===== src/rtl/dmac_pkg.sv =====
package dmac_pkg;

    typedef enum logic [1:0] {
        ST_IDLE = 2'd0,
        ST_RD   = 2'd1,
        ST_WR   = 2'd2
    } eng_state_e;

    localparam logic [2:0] STS_NONE   = 3'd0;
    localparam logic [2:0] STS_DONE   = 3'd1;
    localparam logic [2:0] STS_BUSERR = 3'd2;

    // beats per burst from the 4-bit burst type code
    function automatic logic [4:0] burst_beats(input logic [3:0] code);
        case (code)
            4'hF:    burst_beats = 5'd16;
            4'hD:    burst_beats = 5'd8;
            4'hB:    burst_beats = 5'd4;
            default: burst_beats = 5'd1;
        endcase
    endfunction

    // access size code from the width field (code 3 treated as 4 bytes)
    function automatic logic [1:0] size_code(input logic [1:0] wcode);
        size_code = (wcode == 2'd3) ? 2'd2 : wcode;
    endfunction

    function automatic logic [2:0] width_bytes(input logic [1:0] wcode);
        width_bytes = 3'd1 << size_code(wcode);
    endfunction

endpackage


===== src/rtl/dmac_regs.sv =====
module dmac_regs
    import dmac_pkg::*;
#(
    parameter int REG_AW = 8,
    parameter int ADDR_W = 32,
    parameter int CNT_W  = 16,
    parameter int CH_IDX = 0
) (
    input  logic              clk,
    input  logic              rst_n,
    input  logic              wr_i,
    input  logic [REG_AW-1:0] addr_i,
    input  logic [31:0]       wdata_i,
    output logic [31:0]       rdata_o,
    input  logic              done_i,
    input  logic              err_i,
    input  logic              active_i,
    input  logic [ADDR_W-1:0] sa_live_i,
    input  logic [ADDR_W-1:0] da_live_i,
    output logic              glob_en_o,
    output logic              ch_en_o,
    output logic              pause_o,
    output logic              start_o,
    output logic [3:0]        btype_o,
    output logic [CNT_W-1:0]  tcount_o,
    output logic [1:0]        wcode_o,
    output logic              fix_src_o,
    output logic              fix_dst_o,
    output logic              sa_wr_o,
    output logic              da_wr_o,
    output logic              irq_o
);

    localparam int CH_BASE = 16 * (CH_IDX + 1);
    localparam logic [REG_AW-1:0] OFF_GLOB = '0;
    localparam logic [REG_AW-1:0] OFF_CTLA = REG_AW'(CH_BASE);
    localparam logic [REG_AW-1:0] OFF_CTLB = REG_AW'(CH_BASE + 4);
    localparam logic [REG_AW-1:0] OFF_SRC  = REG_AW'(CH_BASE + 8);
    localparam logic [REG_AW-1:0] OFF_DST  = REG_AW'(CH_BASE + 12);

    typedef struct packed {
        logic             gen;
        logic             en;
        logic             pause;
        logic [4:0]       sel;
        logic [3:0]       btype;
        logic [CNT_W-1:0] tcnt;
        logic [1:0]       wcode;
        logic             fsrc;
        logic             fdst;
        logic             eie;
        logic             cie;
        logic [2:0]       sts;
        logic             start;
    } reg_state_t;

    reg_state_t q, d;

    always_comb begin
        d       = q;
        d.start = 1'b0;
        if (wr_i) begin
            case (addr_i)
                OFF_GLOB: d.gen = wdata_i[31];
                OFF_CTLA: begin
                    d.en    = wdata_i[31];
                    d.pause = wdata_i[30];
                    d.sel   = wdata_i[28:24];
                    d.btype = wdata_i[23:20];
                    d.tcnt  = wdata_i[CNT_W-1:0];
                    d.start = wdata_i[31] && !q.en;
                end
                OFF_CTLB: begin
                    d.wcode = wdata_i[27:26];
                    d.fsrc  = wdata_i[25];
                    d.fdst  = wdata_i[24];
                    d.eie   = wdata_i[20];
                    d.cie   = wdata_i[19];
                    if (wdata_i[18:16] == 3'd0) begin
                        d.sts = STS_NONE;
                    end
                end
                default: ;
            endcase
        end
        if (done_i) begin
            d.en  = 1'b0;
            d.sts = STS_DONE;
        end
        if (err_i) begin
            d.en  = 1'b0;
            d.sts = STS_BUSERR;
        end
    end

    always_ff @(posedge clk or negedge rst_n) begin
        if (!rst_n) begin
            q <= '0;
        end else begin
            q <= d;
        end
    end

    always_comb begin
        case (addr_i)
            OFF_GLOB: rdata_o = {q.gen, 31'd0};
            OFF_CTLA: rdata_o = {q.en, q.pause, 1'b0, q.sel, q.btype, 4'd0,
                                 16'(q.tcnt)};
            OFF_CTLB: rdata_o = {4'd0, q.wcode, q.fsrc, q.fdst, 3'd0,
                                 q.eie, q.cie, q.sts, 16'd0};
            OFF_SRC:  rdata_o = 32'(sa_live_i);
            OFF_DST:  rdata_o = 32'(da_live_i);
            default:  rdata_o = 32'd0;
        endcase
    end

    assign glob_en_o = q.gen;
    assign ch_en_o   = q.en;
    assign pause_o   = q.pause;
    assign start_o   = q.start;
    assign btype_o   = q.btype;
    assign tcount_o  = q.tcnt;
    assign wcode_o   = q.wcode;
    assign fix_src_o = q.fsrc;
    assign fix_dst_o = q.fdst;
    assign sa_wr_o   = wr_i && (addr_i == OFF_SRC) && !active_i;
    assign da_wr_o   = wr_i && (addr_i == OFF_DST) && !active_i;
    assign irq_o     = ((q.sts == STS_DONE) && q.cie) ||
                       ((q.sts == STS_BUSERR) && q.eie);

    AST_DONE_RETIRES: assert property (@(posedge clk) disable iff (!rst_n)
        done_i |=> (!q.en && q.sts == STS_DONE));

    AST_ERR_RETIRES: assert property (@(posedge clk) disable iff (!rst_n)
        err_i |=> (!q.en && q.sts == STS_BUSERR));

    AST_STATUS_CLEAR: assert property (@(posedge clk) disable iff (!rst_n)
        (wr_i && addr_i == OFF_CTLB && wdata_i[18:16] == 3'd0 && !done_i && !err_i)
        |=> !irq_o);

    AST_ADDR_LOCKED: assert property (@(posedge clk) disable iff (!rst_n)
        (wr_i && addr_i == OFF_SRC && active_i) |-> !sa_wr_o);

endmodule


===== src/rtl/dmac_engine.sv =====
module dmac_engine
    import dmac_pkg::*;
#(
    parameter int ADDR_W = 32,
    parameter int CNT_W  = 16
) (
    input  logic              clk,
    input  logic              rst_n,
    input  logic              glob_en_i,
    input  logic              ch_en_i,
    input  logic              pause_i,
    input  logic              start_i,
    input  logic [3:0]        btype_i,
    input  logic [CNT_W-1:0]  tcount_i,
    input  logic [1:0]        wcode_i,
    input  logic              fix_src_i,
    input  logic              fix_dst_i,
    input  logic              sa_wr_i,
    input  logic              da_wr_i,
    input  logic [31:0]       wdata_i,
    input  logic              mem_ack_i,
    input  logic              mem_err_i,
    input  logic [31:0]       mem_rdata_i,
    output logic              mem_req_o,
    output logic              mem_we_o,
    output logic [ADDR_W-1:0] mem_addr_o,
    output logic [1:0]        mem_size_o,
    output logic [31:0]       mem_wdata_o,
    output logic              done_o,
    output logic              err_o,
    output logic              active_o,
    output logic [ADDR_W-1:0] sa_o,
    output logic [ADDR_W-1:0] da_o
);

    typedef struct packed {
        eng_state_e        state;
        logic              active;
        logic [4:0]        blen;
        logic [4:0]        beat_left;
        logic [CNT_W-1:0]  burst_left;
        logic [ADDR_W-1:0] sa;
        logic [ADDR_W-1:0] da;
        logic [31:0]       data;
    } eng_t;

    eng_t q, d;
    logic [ADDR_W-1:0] step;

    always_comb begin
        d      = q;
        done_o = 1'b0;
        err_o  = 1'b0;
        step   = ADDR_W'(width_bytes(wcode_i));
        if (sa_wr_i) d.sa = wdata_i[ADDR_W-1:0];
        if (da_wr_i) d.da = wdata_i[ADDR_W-1:0];
        if (!ch_en_i) begin
            d.state  = ST_IDLE;
            d.active = 1'b0;
        end else if (start_i) begin
            d.state      = ST_IDLE;
            d.active     = 1'b1;
            d.blen       = burst_beats(btype_i);
            d.beat_left  = burst_beats(btype_i) - 5'd1;
            d.burst_left = tcount_i;
        end else begin
            case (q.state)
                ST_IDLE: begin
                    if (q.active && glob_en_i && !pause_i) d.state = ST_RD;
                end
                ST_RD: begin
                    if (mem_ack_i) begin
                        if (mem_err_i) begin
                            err_o    = 1'b1;
                            d.active = 1'b0;
                            d.state  = ST_IDLE;
                        end else begin
                            d.data  = mem_rdata_i;
                            d.state = ST_WR;
                        end
                    end
                end
                ST_WR: begin
                    if (mem_ack_i) begin
                        d.state = ST_IDLE;
                        if (mem_err_i) begin
                            err_o    = 1'b1;
                            d.active = 1'b0;
                        end else begin
                            if (!fix_src_i) d.sa = q.sa + step;
                            if (!fix_dst_i) d.da = q.da + step;
                            if (q.beat_left != 5'd0) begin
                                d.beat_left = q.beat_left - 5'd1;
                            end else if (q.burst_left != '0) begin
                                d.burst_left = q.burst_left - 1'b1;
                                d.beat_left  = q.blen - 5'd1;
                            end else begin
                                done_o   = 1'b1;
                                d.active = 1'b0;
                            end
                        end
                    end
                end
                default: d.state = ST_IDLE;
            endcase
        end
    end

    always_ff @(posedge clk or negedge rst_n) begin
        if (!rst_n) begin
            q <= '0;
        end else begin
            q <= d;
        end
    end

    assign mem_req_o   = ch_en_i && (q.state == ST_RD || q.state == ST_WR);
    assign mem_we_o    = (q.state == ST_WR);
    assign mem_addr_o  = (q.state == ST_WR) ? q.da : q.sa;
    assign mem_size_o  = size_code(wcode_i);
    assign mem_wdata_o = q.data;
    assign active_o    = q.active;
    assign sa_o        = q.sa;
    assign da_o        = q.da;

    AST_GLOBAL_GATE: assert property (@(posedge clk) disable iff (!rst_n)
        (q.state == ST_RD && $past(q.state) == ST_IDLE) |-> $past(glob_en_i));

    AST_PAUSE_GATE: assert property (@(posedge clk) disable iff (!rst_n)
        (q.state == ST_RD && $past(q.state) == ST_IDLE) |-> !$past(pause_i));

    AST_ABORT_QUIET: assert property (@(posedge clk) disable iff (!rst_n)
        !ch_en_i |=> !mem_req_o);

    AST_SRC_FIXED: assert property (@(posedge clk) disable iff (!rst_n)
        (q.state == ST_WR && fix_src_i && q.active) |=> $stable(q.sa));

    AST_DST_STEP: assert property (@(posedge clk) disable iff (!rst_n)
        (q.state == ST_WR && mem_ack_i && !mem_err_i && ch_en_i && !fix_dst_i)
        |=> (q.da == $past(q.da) + $past(step)));

    AST_WRITE_AFTER_READ: assert property (@(posedge clk) disable iff (!rst_n)
        $rose(mem_we_o) |-> $past(mem_ack_i && !mem_err_i && !mem_we_o));

endmodule


===== src/rtl/dmac_channel.sv =====
module dmac_channel
    import dmac_pkg::*;
#(
    parameter int REG_AW = 8,
    parameter int ADDR_W = 32,
    parameter int CNT_W  = 16,
    parameter int CH_IDX = 0
) (
    input  logic              clk,
    input  logic              rst_n,
    input  logic              reg_wr,
    input  logic [REG_AW-1:0] reg_addr,
    input  logic [31:0]       reg_wdata,
    output logic [31:0]       reg_rdata,
    output logic              mem_req,
    output logic              mem_we,
    output logic [ADDR_W-1:0] mem_addr,
    output logic [1:0]        mem_size,
    output logic [31:0]       mem_wdata,
    input  logic              mem_ack,
    input  logic              mem_err,
    input  logic [31:0]       mem_rdata,
    output logic              irq
);

    logic              glob_en, ch_en, pause, start;
    logic [3:0]        btype;
    logic [CNT_W-1:0]  tcount;
    logic [1:0]        wcode;
    logic              fix_src, fix_dst, sa_wr, da_wr;
    logic              done, err, active;
    logic [ADDR_W-1:0] sa_live, da_live;

    dmac_regs #(
        .REG_AW (REG_AW),
        .ADDR_W (ADDR_W),
        .CNT_W  (CNT_W),
        .CH_IDX (CH_IDX)
    ) u_regs (
        .clk       (clk),
        .rst_n     (rst_n),
        .wr_i      (reg_wr),
        .addr_i    (reg_addr),
        .wdata_i   (reg_wdata),
        .rdata_o   (reg_rdata),
        .done_i    (done),
        .err_i     (err),
        .active_i  (active),
        .sa_live_i (sa_live),
        .da_live_i (da_live),
        .glob_en_o (glob_en),
        .ch_en_o   (ch_en),
        .pause_o   (pause),
        .start_o   (start),
        .btype_o   (btype),
        .tcount_o  (tcount),
        .wcode_o   (wcode),
        .fix_src_o (fix_src),
        .fix_dst_o (fix_dst),
        .sa_wr_o   (sa_wr),
        .da_wr_o   (da_wr),
        .irq_o     (irq)
    );

    dmac_engine #(
        .ADDR_W (ADDR_W),
        .CNT_W  (CNT_W)
    ) u_engine (
        .clk         (clk),
        .rst_n       (rst_n),
        .glob_en_i   (glob_en),
        .ch_en_i     (ch_en),
        .pause_i     (pause),
        .start_i     (start),
        .btype_i     (btype),
        .tcount_i    (tcount),
        .wcode_i     (wcode),
        .fix_src_i   (fix_src),
        .fix_dst_i   (fix_dst),
        .sa_wr_i     (sa_wr),
        .da_wr_i     (da_wr),
        .wdata_i     (reg_wdata),
        .mem_ack_i   (mem_ack),
        .mem_err_i   (mem_err),
        .mem_rdata_i (mem_rdata),
        .mem_req_o   (mem_req),
        .mem_we_o    (mem_we),
        .mem_addr_o  (mem_addr),
        .mem_size_o  (mem_size),
        .mem_wdata_o (mem_wdata),
        .done_o      (done),
        .err_o       (err),
        .active_o    (active),
        .sa_o        (sa_live),
        .da_o        (da_live)
    );

endmodule


===== config.mk =====
export PLATFORM = sky130hd
export DESIGN_NAME = dmac_channel
export DESIGN_NICKNAME = d
export VERILOG_FILES = /design/src/rtl/dmac_pkg.sv /design/src/rtl/dmac_regs.sv /design/src/rtl/dmac_engine.sv /design/src/rtl/dmac_channel.sv
export SDC_FILE = /design/constraint.sdc
export NUM_CORES = 1
export LEC_CHECK = 0
export BUFFER_PORTS_ARGS = -buffer_cell sky130_fd_sc_hd__clkbuf_2
export CAP_MARGIN = 20
export CORE_UTILIZATION = 25
export DETAILED_ROUTE_END_ITERATION = 8
export HOLD_SLACK_MARGIN = 0.12
export PLACE_DENSITY = 0.54
export SLEW_MARGIN = 40
export SYNTH_ARGS = -nofsm -noshare
export SYNTH_HDL_FRONTEND = slang
export SYNTH_SLANG_ARGS = --single-unit
export TNS_END_PERCENT = 10

===== constraint.sdc =====
create_clock -name clk -period 5.71 [get_ports clk]
set_clock_uncertainty 0.05 [all_clocks]
set_input_delay 0.571 -clock clk [delete_from_list [all_inputs] [get_ports clk]]
set_output_delay 0.571 -clock clk [all_outputs]
set_load 0.01 [all_outputs]

======== Word-level counts from Yosys, hierarchy flattened ========
Index checks and enable logic that the tools add are counted.
operators by class
  add/sub/neg operators ................... 6
  eq/ne operators ......................... 21
  shifts and indexed selects .............. 1
  mux-type cells .......................... 55
  bitwise gates (word level) .............. 2
  reduce and logical (&&, ||, !) cells .... 40
operators by type and width
  operator                                              number
  two-way mux 32 bit                                    8
  two-way mux 85 bit                                    3
  two-way mux 96 bit                                    2
  one-hot mux 32 bit (5 select lines)                   1
  adder 32 x 3 -> 32 bit                                2
  two-way mux 21 bit                                    2
  two-way mux 37 bit                                    1
  equality test 8 x 5 -> 1 bit (second input constant)  4
  two-way mux 27 bit                                    1
  two-way mux 3 bit                                     7
  two-way mux 1 bit                                     19
  two-way mux 16 bit                                    1
  nonzero test 16 bit                                   1
  subtractor 16 x 1 -> 16 bit (second input constant)   1
  two-way mux 5 bit                                     3
  one-hot mux 5 bit (3 select lines)                    1
  nonzero test 3 bit                                    5
  subtractor 5 x 1 -> 5 bit (second input constant)     3
  equality test 4 bit (second input constant)           3
  inequality test 4 bit (second input constant)         3
  AND reduction 6 bit                                   2
  logical AND 1 bit                                     10
  inequality test 5 bit (second input constant)         2
  AND reduction 2 bit                                   5
  23 further kinds                                      35
storage, ports and cells
  flip-flop bits (word level) ............. 163
  output and inout bits ................... 101
  logic and storage cells ................. 146

======== Logic depth before layout (Yosys ltp) ========
Gate-level depths: netlist of the first run.
  word-level depth ........................ 10
  depth in mapped cells ................... 11

======== Modules after synthesis ========
Synthesis of the first run repeated with hierarchy kept, for this count alone.
unflattened totals
  cells, all modules ...................... 1,135
  area total of the unflattened synthesis .. 10,636.5 sq um
modules (own cells, without submodules)
  module       times used  cells an instance  area each (sq um)  seq. area each (sq um)
  dmac_engine  1           879                8,105.3            3,103.0
  dmac_regs    1           256                2,531.2            925.9

======== Worst setup path before layout of the first run ========
OpenSTA, ideal clock, no wires.
  path kind ............................... in2out
  start ................................... input reg_addr[7]
  end ..................................... output reg_rdata[31]
  arrival ................................. 2.037 ns
  slack ................................... 3.052 ns
  stages on the path ...................... 5
  buffers on the path ..................... 1
  path through ............................ nor2_1 > clkbuf_1 > or4b_2 > or3_1 > o21ai_0
between the ends
  longest elaborated chain between the ends .. 2
RTL lines
  item                                                                      RTL line            RTL
  start, declared                                                           dmac_channel.sv:12  input logic [REG_AW-1:0] reg_addr,
  equality test 8 x 5 -> 1 bit / logical NOT 8 bit (equally long branches)  dmac_regs.sv:105    case (addr_i)
  one-hot mux 32 bit (5 select lines) *                                     dmac_regs.sv:105
  end, declared                                                             dmac_channel.sv:14  output logic [31:0] reg_rdata,
Mark *: on every way between the ends. The rest lies on a longest branch, timed or not.

==> run summary, run 1 <==
Status - finished clean
Setup crit end kind - flip-flop
Hold_buf cts - 0
Syn Std Cell Area - 0.01011 sq mm
Register area - 0.004029 sq mm
# resized after CTS - 0
Max-slew violations - 0
Root buffer cell - clkbuf_16
EDFF count, synth - 0
Fmax achieved - 0.2833 GHz
Layout cells sized above 1 - 0.2967
Post-layout util - 0.2986
Mapped Nets - 1171
Via/cell ratio - 5.382
Largest net degree at the start of global routing - 83
Post-CTS setup buffer count - 0
Critical path class - reg2reg
Core Box Area - 0.03982 sq mm
Post-synthesis cell type count - 74
GRT Resource Usage Total - 0.1812
WL final - 37330 um
Vias in the first global route - 9052
Cell Rows - 73
WP data arrival - 3.84 ns
Warnings from Yosys - 0
Pin slew with the least headroom to its limit - 0.8249 ns
First-pass GRT wire length - 56370 um
CTS tree - done
Remaining DRCs - 0
Antenna violations before repair - 0
Slew margin rel. - 0.4501
RSZ-0062 raised after global routing - false
TritonCTS Sinks - 161
Worst Path Required - 6.02 ns
Pwr per Cell Area - 233.9 mW/mm^2
PortBufs - 177
Syn avg cell area - 9.341 sq um
Area of the multi-input gates - 0.005446 sq mm
Seq cells post-synth - 161
Routed Antenna Nets - 0
Initial Util - 0.2538
Drt first pass iters - 5
Clock transition at path regs - 0.07 ns
Final hold violations - 0
First DRT Iteration DRCs - 706
Final Cycle Share - 0.6183
Cts bufs inserted - 17
Max clock buf depth - 2
Skew-Pair Late Insertion Delay - 0.45 ns
Fin Setup TNS - 0 ns
Gate Count Post-Synth - 1082
Nets@finish - 1276
Area delta synth->final - 17.64%
IO Pins - 178
DP HPWL - 27720 um
Antenna Cells - 0
DR vias - 9284
Die area - 0.04124 sq mm
Die height - 203.1 um
Asr flop ratio synth - 1.000
Final setup violation count - 0
Top FF cell, synth - dfrtp_1
Sequential area share after synthesis - 0.3986
Maximum vdd drop - 0.0001195 V
H-tree Lvls - 4
Leakage power - 5.509 nW
Grt ovf - 0
Gpl congestion - 0.9129
Crit Path Max Fanout - 40
Critical path launch point type - flip-flop
Die W - 203.1 um
Minimum clock period - 3.530 ns
Wirelength per Cell - 21.64 um
Worst hold-check path type - in2async
Max-Cap Viols - 0
Fillers - 4275
==> per-layer routing <==
layer,track usage,up-vias,share of wire
met1,0.2282,4663,0.42
met5,0,-,0
li1,-,4204,-
met2,0.2973,333,0.48
met4,0.08485,0,0.038
met3,0.03563,84,0.056
==> report_power, final <==
part | internal, W | switching, W | total [W]
Sequential | 0.00118 | 0.0000821 | 0.00127
Clock | 0.000733 | 0.000516 | 0.00125
Combinational | 0.000112 | 0.000154 | 0.000266
Total | 0.00203 | 0.000752 | 0.00278
==> placed cells by master, fill, tap and decap left out, types with 17 or more instances in the layout <==
cell type    n
nand3_1     22
clkbuf_16   17
o21ai_0     57
nand4_1     31
a21oi_1     71
nor3_1      29
nor2_1     113
and3_1      25
mux2i_1     31
clkbuf_2   176
inv_1       32
dfrtp_1    161
a211oi_1    21
nand2_1     60
mux2_2      95
==> state kept, by name, indices dropped and copies added (netlist names) <==
name and flops:
u_engine.sa_o 32, u_engine.mem_wdata_o 32, u_regs.q 9, u_regs.pause_o 1, u_regs.wcode_o 2, u_engine.q 27, u_regs.fix_dst_o 1, u_regs.fix_src_o 1
u_regs.glob_en_o 1, u_regs.btype_o 4, u_regs.tcount_o 16, u_engine.da_o 32, u_regs.ch_en_o 1, u_engine.active_o 1, u_regs.start_o 1
==> final timing paths <==
path	startpoint	to	slack [ns]	cells past startpoint
max in group asynchronous	rst_n	u_engine.mem_wdata_o[20]	4.45	2
min in group clk	mem_rdata[1]	u_engine.mem_wdata_o[1]	0.30	2
max reg2reg	u_engine.q[123]	u_engine.da_o[27]	2.18	8
max	u_engine.q[123]	u_engine.da_o[27]	2.18	8
min	rst_n	u_engine.da_o[5]	0.12	1
min reg2reg	u_regs.q[34]	u_regs.q[34]	0.44	2
==> Yosys cell counts, types with 14 or more instances <==
library cell | instances | area (sq um)
mux2i_1 | 31 | 310.3
dfrtp_1 | 161 | 4029
nor2_1 | 115 | 431.7
nand4_1 | 31 | 193.9
clkbuf_1 | 50 | 187.7
buf_4 | 32 | 240.2
inv_1 | 32 | 120.1
and3_1 | 25 | 156.4
a211oi_1 | 21 | 157.7
o21ai_0 | 57 | 285.3
nor4_1 | 14 | 87.58
a21oi_1 | 72 | 360.4
nand2_1 | 61 | 229.0
nor3_1 | 31 | 155.2
nand3_1 | 22 | 110.1
mux2_2 | 95 | 1070
==> critical path: stages (launching register included) <==
cell      delay (ns)
dfrtp_1         0.40
inv_1           0.10
ha_2            0.18
buf_4           0.47
and3b_1         0.48
nand2_1         0.55
nor4_4          0.76
a311oi_1        0.18
a211oi_1        0.24
==> kinds of logic (layout without fill, tap and decap cells) <==
family | count (synthesis) | in the layout | share of synthesized area
muxes | 131 | 131 | 0.1477
buffers and inverters | 139 | 257 | 0.06512
DFF | 161 | 161 | 0.3986
adders and majority gates | 16 | 16 | 0.02030
and+or+nand+nor | 377 | 377 | 0.1971
AOI/OAI and AO/OA | 255 | 255 | 0.1686
xor gates and xnor gates | 3 | 3 | 0.002600
==> through the flow <==
step                instance area (sq um)  worst slack (ns)  total power (W)  hold slack (ns)  instances
global route                        11890             1.934         0.002880           0.1748       1725
detailed placement                  11260             2.188         0.001551           0.4232       1693
CTS                                 11880             2.151         0.002809           0.1510       1725
finish                              11890             2.180         0.002781           0.1155       1725
global placement                    11240             2.106         0.001547           0.4244       1692
floorplan                           10110             3.052         0.001393           0.2254       1082
==> layout make-up <==
class	count	area share
flip-flops and latches	161	0.3388
inverters	32	0.01010
multi-input cells	782	0.4581
repair buffers	193	0.08566
clock buffers	19	0.03641
well taps	525	0.05525
clock inverters	13	0.01568
Power figures use the tool's default switching activity.
==> run 2, diff against run 1 <==
- PLACE_DENSITY: 0.54 -> 0.55
- clock period: 5.71 -> 3.15 ns (I/O delays scaled with it)
==> run 2 against run 1 <==
Die area did not move. Cell count increased by 4.2%. Register-to-register slack lost 1.8 ns. Setup slack worse by 1.8 ns. Non-clock buffer count grew 73. Highest routed layer is now met5. Critical path depth increased by 1. Largest cell class unchanged. Critical path type unchanged. Cell area increased by 5.0%. Core utilization grew 1.5 points. Global-route usage grew 0.33 points. Maximum frequency increased by 25%. Via count up 3.8%. Flip-flop and latch count unchanged.
==> run summary, run 2 (synthesized netlist as in run 1, its figures left out) <==
Commonest non-fill, non-tap cells in the layout - clkbuf_2, dfrtp_1, nor2_1, mux2_2, a21oi_1
# resized after CTS - 0
Power, Total - 0.004895 W
Max-Cap Viols - 0
Fillers - 4233
Gpl congestion - 0.8943
Part of the power in combinational logic - 0.111
DP Worst Slack - 0.4214 ns
Die W - 203.1 um
Fmax achieved - 0.3549 GHz
First-pass GRT wire length - 57410 um
Max-slew violations - 0
Crit-path slowest cell - a21oi_1
IO Pins - 178
CP max stage delay - 0.71 ns
Grt ovf - 0
Cell Rows - 73
Final setup violation count - 0
Setup crit end kind - flip-flop
Maximum vdd drop - 0.0003947 V
DP HPWL - 28680 um
Cts bufs inserted - 17
Die height - 203.1 um
Antenna violations before repair - 1
Hold_buf cts - 45
Slew margin rel. - 0.4004
Layout cells sized above 1 - 0.2985
Largest net degree at the start of global routing - 98
WP data arrival - 3.11 ns
Final hold violations - 0
WL final - 38320 um
Sw frac - 0.2961
PortBufs - 177
Clock transition at path regs - 0.08 ns
Internal - 0.003446 W
Root buffer cell - clkbuf_16
Post-CTS setup buffer count - 0
DR vias - 9638
Crit Path Max Fanout - 8
Max clock buf depth - 2
Leakage power - 5.809 nW
RSZ-0062 raised after global routing - false
Clock Power Share - 0.421
Minimum clock period - 2.818 ns
Drt first pass iters - 5
Routed Antenna Nets - 0
Critical path class - reg2reg
Remaining DRCs - 0
Critical path launch point type - flip-flop
Post-layout util - 0.3134
Worst hold-check path type - in2reg
Most common cell after layout, fill and taps aside - clkbuf_2
Core Box Area - 0.03982 sq mm
H-tree Lvls - 4
Die area - 0.04124 sq mm
Final Cell Area - 0.01248 sq mm
Wirelength per Cell - 21.31 um
Pwr per Cell Area - 392.2 mW/mm^2
Final Cycle Share - 0.8945
Worst setup margin - 0.3322 ns
Vias in the first global route - 9342
Nets@finish - 1349
Worst Path Required - 3.45 ns
TritonCTS Sinks - 161
Fin Setup TNS - 0 ns
CTS tree - done
Area delta synth->final - 23.48%
Antenna Cells - 0
Sequential Power Share - 0.469
Via/cell ratio - 5.360
First DRT Iteration DRCs - 862
Pin slew with the least headroom to its limit - 0.8995 ns
Placed cell areas - 0.01147 sq mm
Status - finished clean
GRT Resource Usage Total - 0.1845
Skew-Pair Late Insertion Delay - 0.46 ns
Most common cell on crit path - inv_1
Worst-path cell chain - inv_1 -> nand2_1 -> inv_1 -> ha_1 -> a21o_1 -> a21oi_1 -> nor4_1 -> a311o_1 -> o221a_2
Sw power - 0.001449 W
Initial Util - 0.2538
[run 2: final timing paths]
| path | cells past startpoint | slack [ns] | from | end |
|---|---|---|---|---|
| min in group asynchronous | 2 | 0.24 | rst_n | u_regs.q[32] |
| max reg2reg | 9 | 0.33 | u_regs.wcode_o[1] | u_engine.sa_o[25] |
| max in group asynchronous | 3 | 1.95 | rst_n | u_engine.mem_wdata_o[19] |
| min | 2 | 0.14 | reg_wdata[13] | u_regs.tcount_o[13] |
| min reg2reg | 1 | 0.45 | u_engine.mem_wdata_o[24] | u_engine.mem_wdata_o[24] |
| max | 9 | 0.33 | u_regs.wcode_o[1] | u_engine.sa_o[25] |
[run 2: final cells by class]
type | count | area (sq um) | area share
multi-input combinational | 782 | 5433 | 0.4353
sequential | 161 | 4029 | 0.3228
tap | 525 | 656.9 | 0.05263
inverter | 32 | 120.1 | 0.009624
clock buffer | 18 | 439.2 | 0.03519
clock inverter | 14 | 120.1 | 0.009624
timing repair buffer | 266 | 1683 | 0.1348
[run 2: power groups by stage]
stage / sequential, W / clock [W] / combinational [W]
after floorplan: 0.00225 / 0 / 0.000275
after global placement: 0.00232 / 0 / 0.000491
after detailed placement: 0.00233 / 0 / 0.000496
after CTS: 0.00229 / 0.00211 / 0.000544
after global routing: 0.00230 / 0.00221 / 0.000591
final: 0.00229 / 0.00206 / 0.000541
[run 2: metal layers]
| layer | up-vias | GRT usage | wire (um) |
|---|---|---|---|
| li1 | 4341 | - | - |
| met1 | 4856 | 0.2396 | 16650 |
| met2 | 365 | 0.2939 | 18000 |
| met3 | 74 | 0.04157 | 2380 |
| met4 | 2 | 0.07787 | 1271 |
| met5 | - | 0 | 13 |
[run 2: through the flow]
step	hold slack, ns	cells
2_1_floorplan	-0.03059	1082
3_3_place_gp	0.1468	1720
3_5_place_dp	0.1446	1720
4_1_cts	0.1254	1797
5_1_grt	0.1240	1798
6_report	0.1395	1798
[run 2: worst max-delay path: cells and delay by family, from the launching register on]
kind / cells / cell delay [ns]
buffers and inverters: 2 / 0.21
AOI/OAI and AO/OA: 4 / 1.44
DFF: 1 / 0.44
adders and majority gates: 1 / 0.31
and+or+nand+nor: 2 / 0.26
==> run 3, diff against run 2 <==
- PLACE_DENSITY: 0.55 -> 0.54
- clock period: 3.15 -> 3.05 ns (I/O delays scaled with it)
==> run 3 against run 2 <==
Die area stayed put. Core utilization grew 0.11 points. Cell count down 0.50%. Wire length down 1.7%. Combinational power rose by 2%. Clock power up 22%. First-iteration DRC count down 3.4%. Maximum frequency grew 2.5%. Via count fell by 1.4%.
==> run summary, run 3 (synthesized netlist as in run 1, its figures left out) <==
IO Pins - 178
Reg-to-reg endpoint - u_engine.sa_o[25]
Layout cells sized above 1 - 0.2975
Pin slew with the least headroom to its limit - 0.8922 ns
Hold Path Sink - u_engine.da_o[4]
Leakage power - 5.829 nW
Die height - 203.1 um
H-tree Lvls - 4
Routed Antenna Nets - 0
Gpl congestion - 0.8714
First DRT Iteration DRCs - 833
Setup crit end kind - flip-flop
GRT Resource Usage Total - 0.1823
Commonest non-fill, non-tap cells in the layout - clkbuf_2, dfrtp_1, nor2_1, mux2_2, a21oi_1
Reg2reg start - u_regs.wcode_o[1]
Max clock buf depth - 2
Antenna violations before repair - 0
Wirelength per Cell - 21.06 um
Hold Slack - 0.1352 ns
Max-Cap Viols - 0
Reg2reg path depth - 9
Placed cell areas - 0.01145 sq mm
Final Cycle Share - 0.9015
DR vias - 9499
R2R Setup Slk - 0.30 ns
Max-slew violations - 0
Vias in the first global route - 9048
Worst setup margin - 0.3005 ns
Initial Util - 0.2538
Critical path launch point type - flip-flop
Cts bufs inserted - 17
Skew-Pair Late Insertion Delay - 0.45 ns
Cell Rows - 73
Core Box Area - 0.03982 sq mm
Final hold violations - 0
Worst hold-check path type - in2reg
Antenna Cells - 0
DP HPWL - 28240 um
Die area - 0.04124 sq mm
Die W - 203.1 um
Grt ovf - 0
Root buffer cell - clkbuf_16
Maximum vdd drop - 0.0003306 V
Via/cell ratio - 5.310
Post-CTS setup buffer count - 0
WP data arrival - 3.04 ns
Crit Path Max Fanout - 8
Nets@finish - 1341
Worst Path Required - 3.34 ns
Slew margin rel. - 0.4052
Clock transition at path regs - 0.07 ns
Final setup violation count - 0
DP Worst Slack - 0.2248 ns
RSZ-0062 raised after global routing - false
Critical path class - reg2reg
Pwr per Cell Area - 434.0 mW/mm^2
Worst Hold Depth - 3
Fmax achieved - 0.3637 GHz
WL final - 37680 um
Fin Setup TNS - 0 ns
TritonCTS Sinks - 161
Startpoint of the worst hold path - reg_wdata[4]
Status - finished clean
Non-Filler Instances - 1789
Area delta synth->final - 23.92%
Drt first pass iters - 5
CTS tree - done
Cells after DPL - 1717
Minimum clock period - 2.750 ns
First-pass GRT wire length - 56640 um
Largest net degree at the start of global routing - 79
Final Cell Area - 0.01252 sq mm
Most common cell after layout, fill and taps aside - clkbuf_2
Remaining DRCs - 0
PortBufs - 177
-- run 3: worst max-delay path by stage --
stage / startpoint / end / cells after the start
3_3_place_gp: u_regs.wcode_o[1] / u_engine.sa_o[26] / 8
6_report: u_regs.wcode_o[1] / u_engine.sa_o[25] / 9
5_1_grt: u_regs.wcode_o[1] / u_engine.da_o[27] / 9
2_1_floorplan: u_regs.wcode_o[1] / u_engine.sa_o[26] / 9
3_5_place_dp: u_regs.wcode_o[1] / u_engine.sa_o[26] / 8
4_1_cts: u_regs.wcode_o[1] / u_engine.sa_o[26] / 8
-- run 3: area by class of cell --
cell class	instances	area, sq um
inverters	32	120.1
flip-flops and latches	161	4029
fillers	4231	27300
repair buffers	258	1615
well taps	525	656.9
clock inverters	13	232.7
clock buffers	18	429.2
multi-input cells	782	5441
-- run 3: where the power goes --
| part | internal (W) | switching [W] | leakage, nW | total [W] |
|---|---|---|---|---|
| logic | 0.000251 | 0.000302 | 3.36 | 0.000553 |
| clock network | 0.00154 | 0.000980 | 0.321 | 0.00252 |
| registers | 0.00222 | 0.000149 | 2.15 | 0.00237 |
| total | 0.00400 | 0.00143 | 5.83 | 0.00544 |
-- run 3: critical path, stage by stage (launching register included) --
cell and delay, ns:
dfrtp_1 0.42, inv_1 0.08, nand2_1 0.16, inv_1 0.12, ha_1 0.31, a21o_1 0.21, a21oi_1 0.70, nor4_1 0.10
a311o_1 0.38, o221a_2 0.12
-- run 3: repair_timing --
action	CTS	global route
endpoints found under the hold margin	91	0
gates resized for setup	0	1
hold buffers	41	0
setup endpoints to repair	0	2
-- run 3: layer usage --
layer | track usage | up-vias | share of wire
met4 | 0.06310 | 0 | 0.027
met1 | 0.2410 | 4769 | 0.44
li1 | - | 4338 | -
met3 | 0.02681 | 61 | 0.052
met2 | 0.3025 | 331 | 0.48
met5 | 0 | - | 0
-- run 3: metrics by stage --
step           utilization  power, W
2_1_floorplan            -  0.002608
3_3_place_gp        0.2874  0.002906
3_5_place_dp        0.2874  0.002912
4_1_cts             0.3143  0.005484
5_1_grt             0.3145  0.005621
6_report            0.3145  0.005435
